--- config.mk ---
export PLATFORM = sky130hd
export DESIGN_NAME = word_repair_array
export DESIGN_NICKNAME = d
export VERILOG_FILES = /design/src/rtl/wra_pkg.sv /design/src/rtl/wra_spare_slot.sv /design/src/rtl/wra_match.sv /design/src/rtl/wra_alloc.sv /design/src/rtl/word_repair_array.sv
export SDC_FILE = /design/constraint.sdc
export NUM_CORES = 1
export LEC_CHECK = 0
export ABC_CLOCK_PERIOD_IN_PS = 3300
export CORE_MARGIN = 4
export CORE_UTILIZATION = 49
export DETAILED_ROUTE_END_ITERATION = 6
export PLACE_DENSITY = 0.76
export SETUP_SLACK_MARGIN = 0.2
export SYNTH_ARGS = -nofsm -noshare
export SYNTH_HDL_FRONTEND = slang
export SYNTH_SLANG_ARGS = --single-unit
--- constraint.sdc ---
create_clock -name clk_i -period 3.3 [get_ports clk_i]
set_input_delay 0.66 -clock clk_i [delete_from_list [all_inputs] [get_ports clk_i]]
set_output_delay 0.66 -clock clk_i [all_outputs]
set_load 0.05 [all_outputs]
--- src/rtl/wra_pkg.sv ---
package wra_pkg;
  typedef enum logic {
    MODE_NORMAL = 1'b0,
    MODE_REPAIR = 1'b1
  } wra_mode_e;

  localparam int unsigned DEF_ADDR_W   = 8;
  localparam int unsigned DEF_DATA_W   = 8;
  localparam int unsigned DEF_N_SPARES = 4;
endpackage

--- src/rtl/wra_spare_slot.sv ---
module wra_spare_slot #(
  parameter int unsigned ADDR_W = 8,
  parameter int unsigned DATA_W = 8
) (
  input  logic              clk_i,
  input  logic              rst_ni,
  input  logic              claim_i,
  input  logic              refresh_i,
  input  logic [ADDR_W-1:0] addr_i,
  input  logic [DATA_W-1:0] data_i,
  output logic              vld_o,
  output logic [ADDR_W-1:0] addr_o,
  output logic [DATA_W-1:0] data_o
);
  always_ff @(posedge clk_i or negedge rst_ni) begin
    if (!rst_ni) begin
      vld_o  <= 1'b0;
      addr_o <= '0;
      data_o <= '0;
    end else if (claim_i) begin
      vld_o  <= 1'b1;
      addr_o <= addr_i;
      data_o <= data_i;
    end else if (refresh_i) begin
      data_o <= data_i;
    end
  end
endmodule

--- src/rtl/wra_match.sv ---
module wra_match #(
  parameter int unsigned N_SPARES = 4,
  parameter int unsigned ADDR_W   = 8,
  parameter int unsigned DATA_W   = 8
) (
  input  logic [N_SPARES-1:0]             vld_i,
  input  logic [N_SPARES-1:0][ADDR_W-1:0] addr_i,
  input  logic [N_SPARES-1:0][DATA_W-1:0] data_i,
  input  logic [ADDR_W-1:0]               key_i,
  output logic [N_SPARES-1:0]             hit_vec_o,
  output logic                            hit_o,
  output logic [DATA_W-1:0]               data_o
);
  for (genvar i = 0; i < N_SPARES; i++) begin : g_cmp
    assign hit_vec_o[i] = vld_i[i] && (addr_i[i] == key_i);
  end

  assign hit_o = |hit_vec_o;

  // at most one spare per address, so an AND-OR mux suffices
  always_comb begin
    data_o = '0;
    for (int i = 0; i < N_SPARES; i++) begin
      data_o = data_o | (data_i[i] & {DATA_W{hit_vec_o[i]}});
    end
  end
endmodule

--- src/rtl/wra_alloc.sv ---
module wra_alloc #(
  parameter int unsigned N_SPARES = 4,
  localparam int unsigned CNT_W   = $clog2(N_SPARES + 1)
) (
  input  logic             clk_i,
  input  logic             rst_ni,
  input  logic             req_i,
  output logic [CNT_W-1:0] ptr_o,
  output logic             full_o,
  output logic             overflow_o
);
  assign full_o = (ptr_o == CNT_W'(N_SPARES));

  always_ff @(posedge clk_i or negedge rst_ni) begin
    if (!rst_ni) begin
      ptr_o      <= '0;
      overflow_o <= 1'b0;
    end else if (req_i) begin
      if (full_o) overflow_o <= 1'b1;
      else        ptr_o      <= ptr_o + 1'b1;
    end
  end
endmodule

--- src/rtl/word_repair_array.sv ---
module word_repair_array
  import wra_pkg::*;
#(
  parameter int unsigned ADDR_W   = DEF_ADDR_W,
  parameter int unsigned DATA_W   = DEF_DATA_W,
  parameter int unsigned N_SPARES = DEF_N_SPARES
) (
  input  logic              clk_i,
  input  logic              rst_ni,
  input  logic              test_mode_i,
  input  logic              fault_i,
  input  logic [ADDR_W-1:0] fault_addr_i,
  input  logic [DATA_W-1:0] fault_data_i,
  input  logic [ADDR_W-1:0] acc_addr_i,
  input  logic              rd_en_i,
  input  logic              wr_en_i,
  input  logic [DATA_W-1:0] wr_data_i,
  input  logic [DATA_W-1:0] mem_rd_data_i,
  output logic              mem_wr_en_o,
  output logic [DATA_W-1:0] rd_data_o,
  output logic              hit_o,
  output logic              overflow_o
);
  localparam int unsigned CNT_W = $clog2(N_SPARES + 1);

  wra_mode_e mode;
  assign mode = wra_mode_e'(test_mode_i);

  logic [N_SPARES-1:0]             spare_vld;
  logic [N_SPARES-1:0][ADDR_W-1:0] spare_addr;
  logic [N_SPARES-1:0][DATA_W-1:0] spare_data;
  logic [N_SPARES-1:0]             hit_vec;
  logic [N_SPARES-1:0]             claim_vec;
  logic [N_SPARES-1:0]             refresh_vec;
  logic [ADDR_W-1:0]               key;
  logic [DATA_W-1:0]               load_data;
  logic [DATA_W-1:0]               match_data;
  logic [CNT_W-1:0]                alloc_ptr;
  logic                            any_hit;
  logic                            alloc_full;
  logic                            fault_go;
  logic                            new_fault;
  logic                            norm_hit;

  // repair mode looks up the fault address, normal mode the access address
  assign key       = (mode == MODE_REPAIR) ? fault_addr_i : acc_addr_i;
  assign load_data = (mode == MODE_REPAIR) ? fault_data_i : wr_data_i;
  assign fault_go  = (mode == MODE_REPAIR) && fault_i;
  assign new_fault = fault_go && !any_hit;
  assign norm_hit  = (mode == MODE_NORMAL) && any_hit;

  wra_match #(
    .N_SPARES(N_SPARES),
    .ADDR_W  (ADDR_W),
    .DATA_W  (DATA_W)
  ) u_match (
    .vld_i    (spare_vld),
    .addr_i   (spare_addr),
    .data_i   (spare_data),
    .key_i    (key),
    .hit_vec_o(hit_vec),
    .hit_o    (any_hit),
    .data_o   (match_data)
  );

  wra_alloc #(
    .N_SPARES(N_SPARES)
  ) u_alloc (
    .clk_i     (clk_i),
    .rst_ni    (rst_ni),
    .req_i     (new_fault),
    .ptr_o     (alloc_ptr),
    .full_o    (alloc_full),
    .overflow_o(overflow_o)
  );

  for (genvar i = 0; i < N_SPARES; i++) begin : g_spare
    assign claim_vec[i]   = new_fault && !alloc_full && (alloc_ptr == CNT_W'(i));
    assign refresh_vec[i] = hit_vec[i] && (fault_go || ((mode == MODE_NORMAL) && wr_en_i));

    wra_spare_slot #(
      .ADDR_W(ADDR_W),
      .DATA_W(DATA_W)
    ) u_slot (
      .clk_i    (clk_i),
      .rst_ni   (rst_ni),
      .claim_i  (claim_vec[i]),
      .refresh_i(refresh_vec[i]),
      .addr_i   (fault_addr_i),
      .data_i   (load_data),
      .vld_o    (spare_vld[i]),
      .addr_o   (spare_addr[i]),
      .data_o   (spare_data[i])
    );
  end

  assign hit_o       = norm_hit && (rd_en_i || wr_en_i);
  assign rd_data_o   = (norm_hit && rd_en_i) ? match_data : mem_rd_data_i;
  assign mem_wr_en_o = wr_en_i && !norm_hit;
endmodule

=== Yosys cells after proc, flatten, opt, wreduce, memory -nomap -nowiden ===
Index checks and enable logic that the tools add are counted.
Widths: inputs -> output; s select.

* Register bits after elaboration: 72
* Bits in latches: 0
* Memory bits (writable): 0
* Bits in read-only memories: 0
* Input bits: 46
* Output and inout port bits: 11
* Memories kept: 0

* Add/sub/neg operators: 1
* Multiply operators: 0
* Div/mod/pow operators: 0
* Order comparisons: 0
* Equal/unequal tests: 8
* Shift operators: 0
* Mux-type cells: 11
* Bitwise gates (word level): 9
* Reduce and logical (&&, ||, !) cells: 33

{| class="wikitable"
|+ Operators by type and width
! cell !! count
|-
| $mux 8 || 11
|-
| $and 8x8->8 || 4
|-
| $eq 8x8->1 || 4
|-
| $or 8x8->8 || 3
|-
| $logic_and 1x1->1 || 20
|-
| $reduce_bool 2->1 || 4
|-
| $eq 3x2->1 const B || 2
|-
| $reduce_and 2->1 || 2
|-
| $reduce_or 4->1 || 1
|-
| $add 3x1->3 const B || 1
|-
| $eq 3x1->1 const B || 1
|-
| $eq 3x3->1 const B || 1
|-
| $logic_not 1->1 || 3
|-
| $logic_not 3->1 || 1
|-
| $logic_or 1x1->1 || 2
|-
| $not 1->1 || 2
|}

=== Longest topological paths before layout ===
Gate-level depths: netlist of run 1.

* Depth after elaboration: 9
* Mapped depth: 10
* Depth with buffers taken out: 7

=== By module ===
Synthesis of run 1 repeated with hierarchy kept, for this count alone.

* Cell total of the unflattened synthesis: 285
* Area, all modules: 3902.5 um^2

{| class="wikitable"
|+ Modules (own cells, without submodules)
! module !! instances !! cells an instance !! area an instance (um^2) !! sequential area each (um^2)
|-
| wra_spare_slot || 4 || 36 || 643.1 || 425.4
|-
| wra_match || 1 || 79 || 666.9 || 0.0
|-
| word_repair_array || 1 || 46 || 455.4 || 0.0
|-
| wra_alloc || 1 || 16 || 207.7 || 100.1
|}

=== Worst setup path after synthesis of run 1 ===
Ideal clock, no wire load.

* Path kind: input to output
* From: input test_mode_i
* To: output mem_wr_en_o
* Data arrival time: 3.462 ns
* Data required time: 2.640 ns
* Path slack: -0.822 ns
* Stages on the path: 9
* Path buffers: 3
* Cells stage by stage: buf_6 > mux2i_2 > xor2_1 > nand4_1 > nor3_4 > or4_1 > buf_4 > buf_12 > a21boi_0

* Longest elaborated chain between the ends: 7

{| class="wikitable"
|+ Ends and longest elaborated chain
! item !! RTL line !! RTL
|-
| start: declaration || word_repair_array.sv:10 || <nowiki>input logic test_mode_i,</nowiki>
|-
| $mux 8 || word_repair_array.sv:46 || <nowiki>assign key = (mode == MODE_REPAIR) ? fault_addr_i : acc_addr_i;</nowiki>
|-
| $eq 8x8->1 || wra_match.sv:15 || <nowiki>assign hit_vec_o[i] = vld_i[i] && (addr_i[i] == key_i);</nowiki>
|-
| $logic_and 1x1->1 || wra_match.sv:15 ||
|-
| $reduce_or 4->1 || wra_match.sv:18 || <nowiki>assign hit_o = |hit_vec_o;</nowiki>
|-
| $logic_and 1x1->1 (*) || word_repair_array.sv:50 || <nowiki>assign norm_hit = (mode == MODE_NORMAL) && any_hit;</nowiki>
|-
| $logic_not 1->1 (*) || word_repair_array.sv:99 || <nowiki>assign mem_wr_en_o = wr_en_i && !norm_hit;</nowiki>
|-
| $logic_and 1x1->1 (*) || word_repair_array.sv:99 ||
|-
| end: declaration || word_repair_array.sv:19 || <nowiki>output logic mem_wr_en_o,</nowiki>
|}

Mark *: on every way between the ends. The rest lies on a longest branch, timed or not.

=== Worst setup path in the final report of run 1 ===
* From: input test_mode_i
* To: output rd_data_o[4]

* Longest elaborated chain between the ends: 8

{| class="wikitable"
|+ Ends and longest elaborated chain
! item !! RTL line !! RTL
|-
| $mux 8 || word_repair_array.sv:46 ||
|-
| $eq 8x8->1 || wra_match.sv:15 ||
|-
| $logic_and 1x1->1 || wra_match.sv:15 ||
|-
| $and 8x8->8 || wra_match.sv:24 || <nowiki>data_o = data_o | (data_i[i] & {DATA_W{hit_vec_o[i]}});</nowiki>
|-
| $or 8x8->8 (3 in a row) || wra_match.sv:24 ||
|-
| $mux 8 (*) || word_repair_array.sv:98 || <nowiki>assign rd_data_o = (norm_hit && rd_en_i) ? match_data : mem_rd_data_i;</nowiki>
|-
| end: declaration || word_repair_array.sv:20 || <nowiki>output logic [DATA_W-1:0] rd_data_o,</nowiki>
|}

Marks and branches as above.

==> results by group, run 1 <==
Yosys
  – Syn_nets: 335
  – Cells after synthesis: roughly 280
  – Mapped Area: 0.00380 mm²
  – Mean area per synthesized cell: 13.4 µm²
  – Ys Warns: 0
  – Yosys cell types: 37
  – Sequential area share after synthesis: a little under half
  – FF+latch count, synth: 72

Critical path
  – Crit path DAT: around 2800 ps
  – Reg2reg setup slack: slightly above 600 ps
  – CP Class: input port to primary output
  – Worst Setup End Kind: primary output
  – Worst Setup Start Kind: input port
  – RR Startpoint: g_spare[3].u_slot.addr_o[7]
  – FF-to-FF path depth: 11
  – Worst EP required: 2640 ps
  – RR Endpoint: g_spare[2].u_slot.data_o[4]
  – CP Max Fanout: 8

Routing
  – Routed wire per std cell: 16.8 µm
  – Final ANT Viol Nets: 0
  – Drt first pass iters: 4
  – Final WL: 8.16 mm
  – Vias: 2575
  – Post-DR vias/cell: 5.31
  – 1st-iter DRT viols: between 100 and 150
  – Residual DRC: 0

Power and ir drop
  – Static Leak: 2.28 nW
  – Sw Pwr: 1.07 mW
  – Sequential fraction of design power: 47.6%
  – Switching share of power: 32.6%
  – VDD IR-drop max: 351 µV
  – Pint: 2.22 mW
  – Clock share of power: 18.1%
  – Power density over cell area: 641 mW/mm²
  – Combinational share of power: 34.3%

STA
  – Fmax: 0.286 GHz
  – Max_slew headroom: between 50 and 60%
  – Final setup margin: -197 ps
  – Worst-Margin Slew: ~600 ps
  – Fin. Hold Viols: 0
  – Fin crit share: 106%
  – Min Tclk post-route: 3500 ps
  – Setup violations, final: 10
  – Clock skew: 8.37 ps
  – RSZ-0062 raised after global routing: yes
  – Pins over their slew limit: 0

Place
  – Dpl cells: ~460
  – Post-DP HPWL: 5.88 mm
  – RePlAce Congestion: 0.818
  – IO Port Bufs: 56

Floorplan
  – Die X: about 96 µm
  – Starting Density: 51.3%
  – DIE AREA: 0.00923 mm²
  – Die Y: 96.1 µm
  – Io pins: 57
  – # rows: 31
  – Core Area: 0.00741 mm²

CTS
  – Sink Count: between 70 and 80
  – H-tree levels: 3
  – Latest clock arrival within the worst-skew pair: 350 ps
  – Clock transition at the registers of the reported paths: about 80 ps
  – Root buffer cell: clkbuf_8
  – CTS Buf Count: 9
  – Clock buffer depth: 2
  – CTS tree: done

Global route
  – Initial antenna violation count: 0
  – Global-route wire length before repair: 13.3 mm
  – Overflow after GRT: 0
  – Number of global-route vias before repair: 2745
  – Largest net degree at the start of global routing: slightly below 50
  – Total global routing track utilization: 19.2%

Final layout
  – Synthesis-to-finish area growth: 34.9%
  – Final #Nets: 432
  – Fill cells: roughly 540
  – Share of layout cells above drive strength 1: between 30% and 40%
  – Final design utilization: 69.2%
  – Ant diodes: 0
  – Non-filler cells in the finished layout: 485
  – Reg area: 0.00180 mm²
  – Area occupied by multi-input gates: 0.00205 mm²

Run
  – Max Cap Viol: 0

Status
  – Violated checks: negative setup slack
  – Outcome: finished with violations

Min path
  – HP Class: input port to asynchronous set/reset pin
## flip-flops by register name, indices dropped and copies added (netlist names)
| register | flops |
|---|---|
| g_spare.u_slot.data_o | 32 |
| u_alloc.overflow_o | 1 |
| g_spare.u_slot.addr_o | 32 |
| u_alloc.ptr_o | 3 |
| g_spare.u_slot.vld_o | 4 |
## power by group through the flow
stage          sequential [mW]  clock, mW  combinational [mW]
3_5_place_dp              1.57          0                1.07
3_3_place_gp              1.55          0                1.03
2_1_floorplan             1.52          0               0.768
6_report                  1.56      0.595                1.13
5_1_grt                   1.62      0.646                1.23
4_1_cts                   1.56      0.608                1.10
## how the worst max path moves through the flow
stage	start	end	slack (ps)	depth (start not counted)
after global routing	test_mode_i	rd_data_o[4]	-280	10
after floorplan	test_mode_i	rd_data_o[0]	-90	10
after global placement	fault_addr_i[5]	rd_data_o[6]	-380	9
after CTS	test_mode_i	rd_data_o[4]	-230	11
after detailed placement	fault_addr_i[7]	rd_data_o[6]	-410	9
final	test_mode_i	rd_data_o[4]	-200	11
## cells by family (layout without fill, tap and decap cells)
kind of cell / Yosys count / count (layout) / share of synthesized area [%]
buffers and inverters: 12 / 114 / 1.91
AOI/OAI and AO/OA: 25 / 25 / 5.10
and+or+nand+nor: 48 / 48 / 8.43
DFF: 72 / 72 / 47.4
adders and majority gates: 5 / 5 / 1.65
xor gates and xnor gates: 33 / 33 / 7.60
muxes: 89 / 89 / 27.9
## layout make-up
type / count / share of cell area, %
Timing Repair Buffer: 94 / 18.9
Sequential cell: 72 / 35.1
Multi-Input combinational cell: 200 / 40.0
Clock inverter: 5 / 0.659
Tap cell: 99 / 2.42
Inverter: 4 / 0.293
Clock buffer: 11 / 2.56
## critical path, stage by stage
cell	delay, ps
buf_8	80
buf_12	150
mux2i_4	300
buf_6	130
xor2_1	50
nand3_1	120
nor3_4	50
or4_4	560
nand3_4	220
mux2_4	330
buf_8	150
## synth_stat cells
cell | n | share of area (%)
xor2_1 | 32 | 7.4
mux2_2 | 47 | 14
dfrtp_1 | 72 | 47
nor3_4 | 1 | 0.43
o211a_1 | 1 | 0.26
or2_1 | 4 | 0.66
a22oi_1 | 16 | 3.2
nor2_1 | 1 | 0.099
o21bai_1 | 1 | 0.20
nor2_8 | 4 | 2.1
mux2_1 | 26 | 7.7
a21oi_2 | 1 | 0.23
o21ai_2 | 3 | 0.69
xnor2_1 | 1 | 0.23
and2_1 | 1 | 0.16
nand3_4 | 1 | 0.46
nand4_1 | 4 | 0.66
clkbuf_1 | 4 | 0.39
buf_6 | 1 | 0.30
ha_1 | 5 | 1.6
nor3b_1 | 1 | 0.20
nand2b_1 | 1 | 0.16
a21boi_0 | 1 | 0.20
nand2_1 | 17 | 1.7
nor4_1 | 1 | 0.16
nor3_1 | 3 | 0.39
mux2_4 | 8 | 3.2
o22ai_1 | 1 | 0.16
mux2i_2 | 7 | 2.5
buf_12 | 1 | 0.53
nand3_1 | 8 | 1.1
buf_4 | 1 | 0.20
or4_1 | 1 | 0.20
buf_1 | 1 | 0.099
a21o_1 | 1 | 0.20
mux2i_4 | 1 | 0.59
inv_1 | 4 | 0.39
## placed cells by master, fill, tap and decap left out, drive strengths merged, types with 5 or more instances in the layout
master	synthesis	final
a22oi	16	16
buf	4	49
mux2i	8	8
nand3	9	9
ha	5	5
clkbuf	4	12
clkdlybuf4s50	0	28
dlygate4sd2	0	16
mux2	81	81
xor2	32	32
dfrtp	72	72
nor2	5	5
nand2	17	17
## per-layer routing
metal,global-route usage [%],vias to the layer above,wire (µm)
li1,-,1221,-
met2,30.5,51,3980
met3,5.00,16,274
met4,5.92,0,155
met1,25.8,1287,3750
met5,0,-,0
## repair_timing
| item | 4_1_cts | 5_1_grt |
|---|---|---|
| setup buffers | 9 | 4 |
| gates resized for setup | 38 | 10 |
| pin swaps | 14 | 6 |
| cloned | 0 | 1 |
| setup endpoints to repair | 10 | 45 |
| hold buffers | 0 | 0 |
| hold endpoints to repair | 0 | 0 |
## stage by stage
stage	power (mW)	setup WS, ps	instance area [µm²]	TNS, ps	hold slack [ps]
after floorplan	2.29	-89.7	3890	-719	364
after global placement	2.58	-375	4710	-4690	446
after detailed placement	2.64	-410	4710	-6310	451
after CTS	3.27	-227	5020	-1970	305
after global routing	3.50	-279	5130	-2690	330
final	3.29	-197	5130	-1890	300
Power figures use the tool's default switching activity.
==> run 2, diff against run 1 <==
- ABC_AREA: not set -> 1
- CORE_UTILIZATION: 49 -> 50
- TNS_END_PERCENT: not set -> 5
==> run 2 against run 1 <==
Effect of this change: the flow now finishes without violations; non-clock buffer count fell by 6; clock-buffer cell count did not move; routed wire length rose by 40%; setup slack improved by 470 ps; clock power rose by 18%; design area rose by 10%; critical path depth rose by 4; flip-flop and latch count did not move; area after synthesis rose by 12%; largest cell class unchanged; highest routed layer unchanged.
==> results by group, run 2 <==
STA
  – RSZ-0062 raised after global routing: no
  – Fin. Hold Viols: 0 (unchanged)
  – Setup violations, final: 0 (-10)
  – Final setup margin: 271 ps (+468 ps)
  – Clock skew: 11.1 ps (+2.69 ps)
  – Worst-Margin Slew: 1010 ps (+412 ps)
  – Pins over their slew limit: 0 (unchanged)
  – Hold Slack: 474 ps (+173 ps)
  – Max_slew headroom: 32.4% (-27 points)
  – Fin crit share: 91.8% (-14 points)
  – Min Tclk post-route: 3030 ps (-468 ps)
  – Fmax: 0.330 GHz (+15%)

Yosys
  – Ys Warns: 0 (unchanged)
  – Top cells by count, synth: nand2_1, dfrtp_1, nand3_1
  – Leading area contributor after synthesis: dfrtp_1
  – Mean area per synthesized cell: 7.31 µm² (-45%)
  – EDFF count, synth: 0 (unchanged)
  – Sequential area share after synthesis: 42.3% (-5.1 points)
  – Yosys cell types: 30 (-19%)
  – Mapped Area: 0.00426 mm² (+12%)
  – Ys async rst share: 100% (unchanged)
  – Post-synthesis mux area share: 0% (-28 points)
  – Simple-Gate Fraction of Synth Area: 41.0% (+33 points)
  – Compound-cell area share of the yosys netlist: 5.82% (+0.71 points)
  – Main flop type after synthesis: dfrtp_1
  – Share of the synthesized area in the top cell type: 42.3% (-5.1 points)
  – Post-Synth XOR/XNOR Area: 0.793% (-6.8 points)
  – Most common cell in the netlist: nand2_1
  – Ranking of synthesized cells by area: dfrtp_1, nand2_1, nand3_1
  – Cells after synthesis: 583 (+110%)
  – FF+latch count, synth: 72 (unchanged)
  – Synth Area in Adders: 1.47% (-0.18 points)
  – Syn_nets: 634 (+89%)
  – Largest family of logic cells by synthesized area: simple AND/OR/NAND/NOR gates

Routing
  – Final WL: 11.4 mm (+40%)
  – Post-DR vias/cell: 5.31 (about the same)
  – Final ANT Viol Nets: 0 (unchanged)
  – Residual DRC: 0 (unchanged)
  – Routed wire per std cell: 14.7 µm (-13%)
  – Vias: 4140 (+61%)
  – 1st-iter DRT viols: 298 (+190%)
  – Drt first pass iters: 5 (+1)

Critical path
  – Critical path's top delay family: simple AND/OR/NAND/NOR gates
  – Worst Setup Start Kind: input port
  – CP Max Fanout: 8 (unchanged)
  – Worst Setup End Kind: primary output
  – RR Endpoint: g_spare[0].u_slot.data_o[3]
  – Worst EP required: 2640 ps (about the same)
  – Buf+Inv Stages, Crit Path: 4 (unchanged)
  – CP Class: input port to primary output
  – FF-to-FF path depth: 12 (+1)
  – Crit path DAT: 2370 ps (-470 ps)
  – Reg2reg setup slack: 1280 ps (+660 ps)
  – RR Startpoint: g_spare[2].u_slot.addr_o[4]
  – Slowest cell on crit path: clkdlybuf4s15_1
  – CP Cell Sequence: clkdlybuf4s15_1, nand2_2, nand2_4, buf_4, nand2_1, nand2_1, nor2_2, nand3_2, nand2_4, nor2_8, nor2_8, buf_12, nand3_2, nand2_2, buf_12
  – Largest stage delay on the critical path: 200 ps (-360 ps)

Final layout
  – Ant diodes: 0 (unchanged)
  – Final #Nets: 720 (+67%)
  – Synthesis-to-finish area growth: 32.8%
  – Largest registers: g_spare.u_slot.addr_o: 32 flops, g_spare.u_slot.data_o: 32 flops, g_spare.u_slot.vld_o: 4 flops
  – Commonest non-fill, non-tap cells in the layout: nand2_1, dfrtp_1, inv_1
  – Share of layout cells above drive strength 1: 20.8% (-16 points)
  – Fill cells: 676 (+26%)
  – Commonest non-fill, non-tap cell in the layout: nand2_1

Floorplan
  – Io pins: 57 (unchanged)
  – Starting Density: 51.6% (+0.27 points)
  – Die Y: 100 µm (+4.4%)
  – # rows: 33 (+6.5%)
  – Die X: 100 µm (+4.4%)
  – DIE AREA: 0.0101 mm² (+9.0%)
  – Core Area: 0.00826 mm² (+11%)

CTS
  – Sink Count: 72 (unchanged)
  – CTS tree: done
  – H-tree levels: 3 (unchanged)
  – Clock buffer depth: 2 (unchanged)
  – Clock transition at the registers of the reported paths: 80 ps (about the same)
  – Root buffer cell: clkbuf_8
  – Latest clock arrival within the worst-skew pair: 350 ps (about the same)
  – CTS Buf Count: 9 (unchanged)

Place
  – IO Port Bufs: 56 (unchanged)
  – Post-DP HPWL: 8.52 mm (+45%)
  – Pre-CTS setup slack: -302 ps (+109 ps)
  – RePlAce Congestion: 0.969 (+19%)

Global route
  – Number of global-route vias before repair: 4040 (+47%)
  – Total global routing track utilization: 23.3% (+4.1 points)
  – Initial antenna violation count: 0 (unchanged)
  – Global-route wire length before repair: 18.8 mm (+41%)
  – Largest net degree at the start of global routing: 46 (-6.1%)
  – Overflow after GRT: 0 (unchanged)

Power and ir drop
  – Switching share of power: 39.3% (+6.7 points)
  – Pint: 2.21 mW (-0.35%)
  – Combinational share of power: 38.1% (+3.8 points)
  – Power density over cell area: 643 mW/mm² (+0.22%)
  – VDD IR-drop max: 340 µV (-3.1%)
  – Sequential fraction of design power: 42.6% (-5.0 points)
  – Static Leak: 2.96 nW (+30%)
  – Total power: 3.64 mW (+11%)
  – Sw Pwr: 1.43 mW (+33%)
  – Clock share of power: 19.3% (+1.2 points)

Min path
  – HP Class: input port to asynchronous set/reset pin

Status
  – Outcome: complete, no violations

Run
  – Max Cap Viol: 0 (unchanged)
[run 2: cell count changes after synthesis, sizes merged, moves of 16 or more]
cell	previous run	this run
nand3	9	69
a22oi	16	0
inv	4	65
nand2	17	271
mux2	81	0
xor2	32	2
o21ai	3	42
[run 2: worst max path at each step]
stage	startpoint	endpoint	slack [ps]	cells past startpoint
final	fault_addr_i[2]	rd_data_o[7]	270	15
after global routing	fault_addr_i[2]	rd_data_o[6]	170	15
after CTS	test_mode_i	rd_data_o[5]	210	18
after detailed placement	test_mode_i	rd_data_o[1]	-300	15
after global placement	test_mode_i	rd_data_o[1]	-260	15
after floorplan	test_mode_i	rd_data_o[1]	90	13
[run 2: stage by stage]
stage                     instances  instance area [µm²]  util (%)  TNS (ps)
after floorplan                 583                 4260         -         0
after global placement          759                 5200      63.0     -1920
after detailed placement        759                 5200      63.0     -2200
after CTS                       778                 5530      66.9         0
after global routing            779                 5660      68.5         0
final                           779                 5660      68.5         0
[run 2: routing by layer]
layer	routed length [µm]	up-vias	track usage, %
met5	0	-	0
met4	287	0	9.53
met3	776	32	4.03
met2	5360	155	37.7
met1	5010	1944	31.1
li1	-	2009	-
[run 2: layout make-up]
cell class	count	area, µm²	area share [%]
clock buffer	11	141	2.50
clock inverter	5	56.3	0.995
inverter	68	265	4.69
multi-input combinational	430	2310	40.9
sequential	72	1800	31.8
tap	105	131	2.32
timing repair buffer	88	950	16.8
[run 2: power by group through the flow]
| stage | Sequential (mW) | Clock [mW] | Combinational (mW) |
|---|---|---|---|
| after floorplan | 1.47 | 0 | 0.918 |
| after global placement | 1.53 | 0 | 1.26 |
| after detailed placement | 1.55 | 0 | 1.32 |
| after CTS | 1.54 | 0.713 | 1.35 |
| after global routing | 1.59 | 0.753 | 1.55 |
| final | 1.55 | 0.702 | 1.38 |
[run 2: repair_timing]
item | in CTS | in global routing
hold buffers | 0 | 0
pin swaps | 35 | 25
setup buffers | 3 | 1
hold endpoints to repair | 0 | 0
endpoints found under the setup margin | 10 | 10
gates resized for setup | 58 | 32
[run 2: worst register-to-register path, stage by stage, from the launching register on]
cell and delay, ps:
dfrtp_1 400, nand3b_1 160, nand2_1 80, nand2_1 70, nor2_2 120, nand3_2 150, nand2_4 120, nor2_8 50
buf_4 180, nand3_4 190, nand2_2 200, nand2_1 110, o21ai_1 60
[run 2: logic make-up after synthesis]
group                      after synthesis
adders and majority gates                5
buffers and inverters                   81
DFF                                     72
and+or+nand+nor                        375
xor gates and xnor gates                 3
AOI/OAI and AO/OA                       47
